===== config.mk =====
export PLATFORM = sky130hd
export DESIGN_NAME = frac_clk_counter
export DESIGN_NICKNAME = d
export VERILOG_FILES = /design/src/rtl/fc_pkg.sv /design/src/rtl/fc_field_decode.sv /design/src/rtl/fc_accum.sv /design/src/rtl/fc_ctrl.sv /design/src/rtl/frac_clk_counter.sv
export SDC_FILE = /design/constraint.sdc
export NUM_CORES = 1
export LEC_CHECK = 0
export BUFFER_PORTS_ARGS = -buffer_cell sky130_fd_sc_hd__buf_2
export CAP_MARGIN = 20
export CORE_ASPECT_RATIO = 0.75
export CORE_MARGIN = 1.5
export CORE_UTILIZATION = 35
export CTS_CLUSTER_DIAMETER = 50
export DETAILED_ROUTE_END_ITERATION = 7
export HOLD_SLACK_MARGIN = 0.12
export PLACE_DENSITY = 0.52
export SLEW_MARGIN = 20
export SYNTH_ARGS = -nofsm -noshare
export SYNTH_HDL_FRONTEND = slang
export SYNTH_HIERARCHICAL = 1
export SYNTH_SLANG_ARGS = --single-unit

===== constraint.sdc =====
create_clock -name clk -period 6.52 [get_ports clk]
set_input_delay 0.326 -clock clk [delete_from_list [all_inputs] [get_ports clk]]
set_output_delay 0.326 -clock clk [all_outputs]
set_load 0.005 [all_outputs]

===== src/rtl/fc_pkg.sv =====
package fc_pkg;
    typedef enum logic [1:0] {
        ST_BYPASS = 2'd0,
        ST_RUN    = 2'd1,
        ST_PEND   = 2'd2,
        ST_HALT   = 2'd3
    } fc_state_e;
endpackage


===== src/rtl/fc_field_decode.sv =====
// Turns the complement-encoded register fields into plain ratio values.
module fc_field_decode #(
    parameter int FW = 8
) (
    input  logic [FW-1:0] m_raw,
    input  logic [FW-1:0] n_raw,
    input  logic [FW-1:0] d_raw,
    output logic [FW-1:0] m_dec,
    output logic [FW:0]   n_dec,
    output logic [FW-1:0] d_dec
);
    always_comb begin
        m_dec = m_raw;
        n_dec = {1'b0, ~n_raw} + {1'b0, m_raw};
        d_dec = ~d_raw;
    end
endmodule


===== src/rtl/fc_accum.sv =====
// Phase accumulator: adds m each cycle and wraps modulo n.
module fc_accum #(
    parameter int FW = 8
) (
    input  logic          clk,
    input  logic          rst_n,
    input  logic          run,
    input  logic          load,
    input  logic [FW-1:0] step_m,
    input  logic [FW:0]   mod_n,
    output logic          ovf,
    output logic [FW:0]   acc_q
);
    localparam int SW = FW + 2;

    logic [SW-1:0] sum;
    logic [SW-1:0] nxt;

    always_comb begin
        sum = SW'(acc_q) + SW'(step_m);
        ovf = run && (sum >= SW'(mod_n));
        nxt = ovf ? (sum - SW'(mod_n)) : sum;
    end

    always_ff @(posedge clk or negedge rst_n) begin
        if (!rst_n) begin
            acc_q <= '0;
        end else if (load) begin
            acc_q <= '0;
        end else if (run) begin
            acc_q <= nxt[FW:0];
        end
    end

    // Residue stays below the modulus while counting.
    assert_acc_below_n_R3: assert property (@(posedge clk) disable iff (!rst_n)
        run |-> (acc_q < mod_n));
endmodule


===== src/rtl/fc_ctrl.sv =====
// Mode controller: staging, adoption at wrap, tick generation.
module fc_ctrl
    import fc_pkg::*;
#(
    parameter int FW = 8
) (
    input  logic          clk,
    input  logic          rst_n,
    input  logic          commit,
    input  logic          mode_en,
    input  logic [FW-1:0] m_in,
    input  logic [FW:0]   n_in,
    input  logic [FW-1:0] d_in,
    input  logic          ovf,
    output fc_state_e     state_q,
    output logic [FW-1:0] act_m,
    output logic [FW:0]   act_n,
    output logic [FW-1:0] act_d,
    output logic          load,
    output logic          run,
    output logic          tick_q
);
    logic          stg_en;
    logic [FW-1:0] stg_m;
    logic [FW:0]   stg_n;
    logic [FW-1:0] stg_d;

    logic          wrap;
    logic          adopt;
    logic          src_en;
    logic [FW-1:0] src_m;
    logic [FW:0]   src_n;
    logic [FW-1:0] src_d;
    fc_state_e     state_d;
    logic          tick_d;

    function automatic fc_state_e classify(input logic en, input logic [FW-1:0] m,
                                           input logic [FW:0] n);
        if (!en || (n == '0) || ({1'b0, m} == n)) begin
            return ST_BYPASS;
        end else if (m == '0) begin
            return ST_HALT;
        end
        return ST_RUN;
    endfunction

    // Next-state logic
    always_comb begin
        src_en = commit ? mode_en : stg_en;
        src_m  = commit ? m_in    : stg_m;
        src_n  = commit ? n_in    : stg_n;
        src_d  = commit ? d_in    : stg_d;
        unique case (state_q)
            ST_BYPASS, ST_HALT: wrap = 1'b1;
            ST_RUN, ST_PEND:    wrap = ovf;
            default:            wrap = 1'b1;
        endcase
        adopt   = wrap && (commit || (state_q == ST_PEND));
        state_d = state_q;
        if (adopt) begin
            state_d = classify(src_en, src_m, src_n);
        end else if (commit) begin
            state_d = ST_PEND;
        end
    end

    // State register, adopted setting and staging
    always_ff @(posedge clk or negedge rst_n) begin
        if (!rst_n) begin
            state_q <= ST_BYPASS;
            act_m   <= '0;
            act_n   <= '0;
            act_d   <= '0;
            stg_en  <= 1'b0;
            stg_m   <= '0;
            stg_n   <= '0;
            stg_d   <= '0;
        end else begin
            state_q <= state_d;
            if (commit) begin
                stg_en <= mode_en;
                stg_m  <= m_in;
                stg_n  <= n_in;
                stg_d  <= d_in;
            end
            if (adopt) begin
                act_m <= src_m;
                act_n <= src_n;
                act_d <= src_d;
            end
        end
    end

    // Outputs
    always_comb begin
        run  = (state_q == ST_RUN) || (state_q == ST_PEND);
        load = adopt;
        unique case (state_q)
            ST_BYPASS:       tick_d = 1'b1;
            ST_RUN, ST_PEND: tick_d = ovf;
            ST_HALT:         tick_d = 1'b0;
            default:         tick_d = 1'b0;
        endcase
    end

    always_ff @(posedge clk or negedge rst_n) begin
        if (!rst_n) begin
            tick_q <= 1'b0;
        end else begin
            tick_q <= tick_d;
        end
    end

    assert_hold_until_wrap_R7: assert property (@(posedge clk) disable iff (!rst_n)
        (run && !ovf) |=> ($stable(act_m) && $stable(act_n)));
    assert_counting_valid_R9: assert property (@(posedge clk) disable iff (!rst_n)
        run |-> ((act_n != '0) && (act_m != '0) && ({1'b0, act_m} != act_n)));
    assert_halt_silent_R10: assert property (@(posedge clk) disable iff (!rst_n)
        (state_q == ST_HALT) |=> !tick_q);
    assert_bypass_ticks_R4: assert property (@(posedge clk) disable iff (!rst_n)
        (state_q == ST_BYPASS) |=> tick_q);
endmodule


===== src/rtl/frac_clk_counter.sv =====
module frac_clk_counter
    import fc_pkg::*;
#(
    parameter  int CNT_W = 8,
    localparam int FW    = (CNT_W > 0) ? CNT_W : 1
) (
    input  logic          clk,
    input  logic          rst_n,
    input  logic          mode_en,
    input  logic          commit,
    input  logic [FW-1:0] m_reg,
    input  logic [FW-1:0] n_reg,
    input  logic [FW-1:0] d_reg,
    output logic          frac_tick,
    output logic [FW-1:0] rb_m,
    output logic [FW:0]   rb_n,
    output logic [FW-1:0] rb_d,
    output logic          rb_counting,
    output logic          rb_pending
);
    generate
        if (CNT_W == 0) begin : g_absent
            logic pass_q;
            always_ff @(posedge clk or negedge rst_n) begin
                if (!rst_n) pass_q <= 1'b0;
                else        pass_q <= 1'b1;
            end
            assign frac_tick   = pass_q;
            assign rb_m        = '0;
            assign rb_n        = '0;
            assign rb_d        = '0;
            assign rb_counting = 1'b0;
            assign rb_pending  = 1'b0;
        end else begin : g_counter
            logic [FW-1:0] dm;
            logic [FW:0]   dn;
            logic [FW-1:0] dd;
            logic          ovf;
            logic [FW:0]   acc;
            logic          load;
            logic          run;
            fc_state_e     st;

            fc_field_decode #(.FW(FW)) u_dec (
                .m_raw(m_reg), .n_raw(n_reg), .d_raw(d_reg),
                .m_dec(dm), .n_dec(dn), .d_dec(dd)
            );

            fc_ctrl #(.FW(FW)) u_ctrl (
                .clk(clk), .rst_n(rst_n), .commit(commit), .mode_en(mode_en),
                .m_in(dm), .n_in(dn), .d_in(dd), .ovf(ovf),
                .state_q(st), .act_m(rb_m), .act_n(rb_n), .act_d(rb_d),
                .load(load), .run(run), .tick_q(frac_tick)
            );

            fc_accum #(.FW(FW)) u_acc (
                .clk(clk), .rst_n(rst_n), .run(run), .load(load),
                .step_m(rb_m), .mod_n(rb_n), .ovf(ovf), .acc_q(acc)
            );

            assign rb_counting = run;
            assign rb_pending  = (st == ST_PEND);

            assert_pending_while_counting_R7: assert property (@(posedge clk) disable iff (!rst_n)
                rb_pending |-> rb_counting);
            assert_one_tick_per_wrap_R3: assert property (@(posedge clk) disable iff (!rst_n)
                (rb_counting && !ovf) |=> !frac_tick);
        end
    endgenerate
endmodule


After elaboration in Yosys (flattened, before gate mapping)
Index checks and enable logic that the tools add are counted.
{"block": "word_totals", "regBits": 63, "input_bits": 28, "out_inout_bits": 28}
{"block": "classes", "add_sub_neg": 3, "magnitude_cmp": 1, "eq_ne": 4, "mux": 17, "bitwise": 2, "reduce_logical": 14}
{"cell": "$mux W9", "count": 4}
{"cell": "$mux W8", "count": 2}
{"cell": "$not A8 Y8", "count": 2}
{"cell": "$add A9 B8 Y10", "count": 1}
{"cell": "$ge A10 B9 Y1", "count": 1}
{"cell": "$mux W2", "count": 5}
{"cell": "$add A8 B8 Y9", "count": 1}
{"cell": "$eq A8 B9 Y1", "count": 1}
{"cell": "$logic_not A9 Y1", "count": 1}
{"cell": "$sub A9 B9 Y9", "count": 1}
{"cell": "$logic_not A8 Y1", "count": 1}
{"cell": "$eq A2 B2 Y1 const B", "count": 2}
{"cell": "$logic_or A1 B1 Y1", "count": 4}
{"cell": "$mux W1", "count": 4}
{"cell": "$reduce_bool A2 Y1", "count": 2}
{"cell": "$reduce_or A2 Y1", "count": 2}
{"cell": "$pmux W1 S3", "count": 1}
{"cell": "$eq A2 B1 Y1 const B", "count": 1}
{"cell": "$logic_and A1 B1 Y1", "count": 2}
{"cell": "$logic_not A2 Y1", "count": 1}
{"cell": "$pmux W1 S2", "count": 1}
{"cell": "$logic_not A1 Y1", "count": 1}

Logic depth before layout (Yosys ltp)
{"block": "depth", "depth_word": 10, "ltp_mapped": 20, "mapped_depth_nobuf": 18}

By module
The synthesis kept the hierarchy.
{"mod": "fc_ctrl", "instances": 1, "cells_per_inst": 216, "area_per_inst_um2": 2348.5, "seq_area_each_um2": 1351.3}
{"mod": "fc_accum", "instances": 1, "cells_per_inst": 158, "area_per_inst_um2": 1328.8, "seq_area_each_um2": 225.2}
{"mod": "fc_field_decode", "instances": 1, "cells_per_inst": 65, "area_per_inst_um2": 426.7, "seq_area_each_um2": 0.0}
{"mod": "frac_clk_counter", "instances": 1, "cells_per_inst": 1, "area_per_inst_um2": 13.8, "seq_area_each_um2": 0.0}

Worst setup path before layout
No wires, ideal clock.
{"block": "synth_path", "path_kind": "flip-flop to flip-flop", "from": "register g_counter.u_ctrl.act_m[0]", "to": "register g_counter.u_acc.acc_q[1]", "setup_ns": 0.138, "arrival_time_ns": 3.653, "required_time_ns": 6.382, "setup_slack_ns": 2.728, "path_stages_with_launch": 20, "path_buffers": 2, "synth_period_minus_slack_ns": 3.792, "cell_sequence": "dfrtp_1 ha_1 inv_1 fa_1 nor2b_1 o21a_1 o31a_1 nor3_1 nor2_1 ha_1 nand4_1 a211oi_1 o311ai_4 nand3_4 o22ai_1 inv_1 buf_2 buf_1 nand2b_1 o22ai_1"}
{"block": "synth_via", "elab_chain_len": 6, "elab_cells_between_ends": 10, "cone_classes": "2 x add/sub; 1 x order compare; 4 x mux; 3 x reduce/logical"}
{"element": "from (decl)", "line_no": "fc_ctrl.sv:16", "rtl": "output logic [FW-1:0] act_m,"}
{"element": "from (signal assigned)", "line_no": "fc_ctrl.sv:87", "rtl": "act_m <= src_m;"}
{"element": "$add A9 B8 Y10 *", "line_no": "fc_accum.sv:20", "rtl": "sum = SW'(acc_q) + SW'(step_m);"}
{"element": "$ge A10 B9 Y1 *", "line_no": "fc_accum.sv:21", "rtl": "ovf = run && (sum >= SW'(mod_n));"}
{"element": "$logic_and A1 B1 Y1 *", "line_no": "fc_accum.sv:21"}
{"element": "net g_counter.ovf", "line_no": "frac_clk_counter.sv:38", "rtl": "logic ovf;"}
{"element": "$pmux W1 S2 *", "line_no": "fc_ctrl.sv:53", "rtl": "unique case (state_q)"}
{"element": "$logic_and A1 B1 Y1 *", "line_no": "fc_ctrl.sv:58", "rtl": "adopt = wrap && (commit || (state_q == ST_PEND));"}
{"element": "net g_counter.load", "line_no": "frac_clk_counter.sv:40", "rtl": "logic load;"}
{"element": "$mux W9 or $reduce_bool A2 Y1 (tied branches)"}
{"element": "to (signal assigned)", "line_no": "fc_accum.sv:31", "rtl": "acc_q <= nxt[FW:0];"}
{"element": "to (decl)", "line_no": "fc_accum.sv:12", "rtl": "output logic [FW:0] acc_q"}
The timed path passes the listed nets; every way through them passes the cells marked *. The select of a mux whose other input is x is not followed.
A chain may end at the register's enable or synchronous reset.

Worst setup path in the final report
{"block": "layout_path", "from": "register g_counter.u_ctrl.act_m[0]", "to": "register g_counter.u_ctrl.state_q[0]"}
{"block": "layout_via", "elab_chain_len": 6, "elab_cells_between_ends": 7, "cone_classes": "1 x add/sub; 1 x order compare; 2 x mux; 3 x reduce/logical"}
{"element": "$add A9 B8 Y10 *", "line_no": "fc_accum.sv:20"}
{"element": "$ge A10 B9 Y1 *", "line_no": "fc_accum.sv:21"}
{"element": "$logic_and A1 B1 Y1 *", "line_no": "fc_accum.sv:21"}
{"element": "net g_counter.ovf", "line_no": "frac_clk_counter.sv:38"}
{"element": "$pmux W1 S2 *", "line_no": "fc_ctrl.sv:53"}
{"element": "$logic_and A1 B1 Y1 *", "line_no": "fc_ctrl.sv:58"}
{"element": "net g_counter.load", "line_no": "frac_clk_counter.sv:40"}
{"element": "$mux W2 or $reduce_bool A2 Y1 (tied branches)"}
{"element": "to (signal assigned)", "line_no": "fc_ctrl.sv:79", "rtl": "state_q <= state_d;"}
{"element": "to (decl)", "line_no": "fc_ctrl.sv:15", "rtl": "output fc_state_e state_q,"}
The timed path passes the listed nets; every way through them passes the cells marked *.

==> results.toml <==
[clock_network]
h-tree-depth = 3
tritoncts = "built"
clk_pin_slew_ns = 0.05
cts_buffers = 9
clk_latency_ns = 0.33
post-cts-setup-buffers = 0
cts_hold_buf = 0
clock_sinks = 63
post_cts_resized = 0
cts_root_buf = "clkbuf_16"
clockBufferDepth = 2

[sta]
fin_crit_ns = 4.487
relSlewSlack_pct = 44.12
worst_slew_pin_slew_ns = 0.8373
setup_viol = 0
finalWorstSetupSlack_ns = 2.033
rsz0062_at_grt = "no"
setup_tns_ns = 0
post-route-period-util_pct = 68.82
final_max_slew_viol_count = 0
hold_viol_final = 0
holdWs_ns = 0.1608
fmax_mhz = 222.9
clock_skew_ns = 0.003992

[floorplanning]
initial_core_util_pct = 35.72
dieWidth_um = 128.2
num_io_pins = 56
die_area_mm2 = 0.01243
num_rows = 34
coreArea_mm2 = 0.01153
die_h_um = 96.94

[pwr]
p_comb_share_pct = 62.2
worst_ir_drop_vdd_uv = 207.2
power_leakage_nw = 2.285
p_int_mw = 1.672
pwr-share-clk_pct = 16.8
p_sw_mw = 1.397
swShare_pct = 45.53
power_frac_seq_pct = 21.0
p_per_area_mw_per_mm2 = 635.6

[global_routing]
grt_pass1_wl_mm = 16.77
grt_pass1_vias = 3268
grt_use_total_pct = 17.42
grt_antenna_before_repair = 0
grt_start_max_net_pins = 64
grt-ovfl-total = 0

[final_layout]
area_growth_pct = 17.26
n_fill_cell = 1162
drive_above_1_share_pct = 22.47
n_antenna_cell = 0
fin_nets = 547
final_area_mm2 = 0.004828

[setup_path]
critPathLaunchType = "flop"
arrival_ns = 4.72
crit_required_ns = 6.76
path_class = "flop to flop"
crit_fanout = 31
end_kind = "flop"
r2r_cells = 18

[synth]
ys_ff_latch = 63
synth_area_mm2 = 0.004118
syn_nets = 498
syn_avg_cell_area_um2 = 9.358
synth_edf_count = 0
synth_cell_types = 57
synth_cells = 440
seq_area_frac_synth_pct = 38.29
synth_flop_cell = "dfrtp_1"
yosysWarnings = 6
async_flop_share_pct = 100.0

[place]
post_dp_cell_area_mm2 = 0.004504
hpwl_mm = 7.420
globalplace.congestion = 0.8135
io_buffers = 55
pre_cts_slack_ns = 2.102

[detailed_routing]
drt_wl_total_mm = 9.877
drt_first_pass_iters = 4
drt_iter0_drc = 188
viasPerCell = 4.873
vias = 3197
ant_nets = 0
wl_per_cell_um = 15.06
drc_errors = 0

[job]
cap_violations = 0

[status]
status = "complete, no violations"

[worst_hold_path]
hold_class = "input port to async pin"
[cells in the final DEF, fill, tap and decap left out, drive strengths merged, types with 8 or more instances in the layout]
cell	netlist	routed
nand2	75	75
nor3	8	8
dfrtp	63	63
a211oi	9	9
a21oi	8	8
xnor2	23	23
nand3	9	9
buf	16	58
mux2	26	26
inv	45	45
ha	27	27
o21ai	12	12
nand4	8	8
clkbuf	4	11
nor2	34	34
mux2i	9	9
[layout make-up]
| type | instances | area, um^2 | share of cell area [%] |
|---|---|---|---|
| inverters | 45 | 168.9 | 3.498 |
| well taps | 162 | 202.7 | 4.198 |
| flip-flops and latches | 63 | 1577 | 32.65 |
| repair buffers | 58 | 297.8 | 6.167 |
| clock inverters | 5 | 81.33 | 1.684 |
| clock buffers | 11 | 242.7 | 5.027 |
| multi-input cells | 312 | 2258 | 46.77 |
[synthesized netlist by cell type (2+ instances only)]
| master | number | area share, % |
|---|---|---|
| nand2b_1 | 3 | 0.46 |
| or4_1 | 2 | 0.36 |
| nand3b_1 | 2 | 0.36 |
| mux2_2 | 26 | 7.1 |
| o31a_1 | 2 | 0.43 |
| mux2i_1 | 9 | 2.2 |
| nand3_1 | 8 | 0.97 |
| o22ai_1 | 3 | 0.46 |
| dfrtp_1 | 63 | 38 |
| nor4_1 | 3 | 0.46 |
| nor3_1 | 8 | 0.97 |
| a21oi_1 | 7 | 0.85 |
| fa_1 | 3 | 1.5 |
| a311oi_1 | 3 | 0.64 |
| inv_1 | 45 | 4.1 |
| a21o_1 | 2 | 0.36 |
| nor2_1 | 33 | 3.0 |
| nor3b_1 | 2 | 0.36 |
| clkbuf_1 | 4 | 0.36 |
| xor2_1 | 6 | 1.3 |
| ha_1 | 27 | 8.2 |
| a211oi_1 | 8 | 1.5 |
| nor2b_1 | 4 | 0.61 |
| buf_4 | 8 | 1.5 |
| xnor2_1 | 23 | 4.9 |
| o211ai_1 | 3 | 0.55 |
| o21ai_0 | 10 | 1.2 |
| o21a_1 | 7 | 1.3 |
| buf_2 | 6 | 0.73 |
| nand4_1 | 8 | 1.2 |
| nand2_1 | 75 | 6.8 |
| o21ai_1 | 2 | 0.24 |
[per-layer routing]
layer / GRT usage [%] / share of wire, %
met5: 0 / 0
met3: 5.531 / 5.7
met2: 26.18 / 43
met4: 4.494 / 1.1
met1: 24.25 / 50
[stage by stage]
step | power [mW] | cells | util [%]
2_1_floorplan | 2.063 | 440 | -
3_3_place_gp | 2.554 | 640 | 39.07
3_5_place_dp | 2.561 | 640 | 39.07
4_1_cts | 3.098 | 656 | 41.88
5_1_grt | 3.371 | 656 | 41.88
6_report | 3.069 | 656 | 41.88
[worst paths after layout]
kind                                            from                     endpoint  slack [ns]
hold / removal                                 rst_n    g_counter.u_ctrl/act_d[1]        0.16
max in group asynchronous                      rst_n     g_counter.u_acc/acc_q[8]        5.82
min in group clk                             mode_en      g_counter.u_ctrl/stg_en        0.27
setup reg to reg           g_counter.u_ctrl/act_m[0]  g_counter.u_ctrl/state_q[0]        2.03
hold reg to reg            g_counter.u_ctrl/act_d[3]    g_counter.u_ctrl/act_d[3]        0.48
setup / recovery           g_counter.u_ctrl/act_m[0]  g_counter.u_ctrl/state_q[0]        2.03
[sequential cells by signal (all words and copies together) (netlist names)]
signal,cells
g_counter.u_ctrl/tick_q,1
g_counter.u_ctrl/stg_m,8
g_counter.u_ctrl/stg_n,9
g_counter.u_ctrl/act_m,8
g_counter.u_ctrl/state_q,2
g_counter.u_ctrl/stg_d,8
g_counter.u_ctrl/stg_en,1
g_counter.u_ctrl/act_n,9
g_counter.u_ctrl/act_d,8
g_counter.u_acc/acc_q,9
[cell families after synthesis]
family | Yosys count | synth area share (%)
adder cells (fa/ha/maj) | 30 | 9.663
multiplexers | 35 | 9.298
flip-flops | 63 | 38.29
AND/OR/NAND/NOR | 158 | 17.96
buffers and inverters | 65 | 7.019
AO/OA/AOI/OAI | 60 | 11.61
XOR/XNOR | 29 | 6.168
[worst max-delay path, stage by stage (launching register included)]
cell and delay (ns):
dfrtp_1 0.42, ha_1 0.24, inv_1 0.07, fa_1 0.21, nor2b_1 0.06, o21a_1 0.20, o311ai_0 0.41, o211ai_1 0.20
ha_1 0.42, inv_1 0.08, nor3_1 0.46, o31ai_4 0.11, nand3_4 0.23, o22ai_2 0.11, buf_4 0.27, inv_1 0.15
buf_4 0.34, nand4_1 0.17, a22oi_1 0.22
[power by group through the flow]
stage,sequential (mW),combinational (mW),clock (mW)
after floorplan,0.630,1.43,0
after global placement,0.652,1.90,0
after detailed placement,0.652,1.91,0
after CTS,0.648,1.92,0.528
after global routing,0.666,2.16,0.546
final,0.644,1.91,0.516
Note: power is estimated with default switching activity, not from simulation.
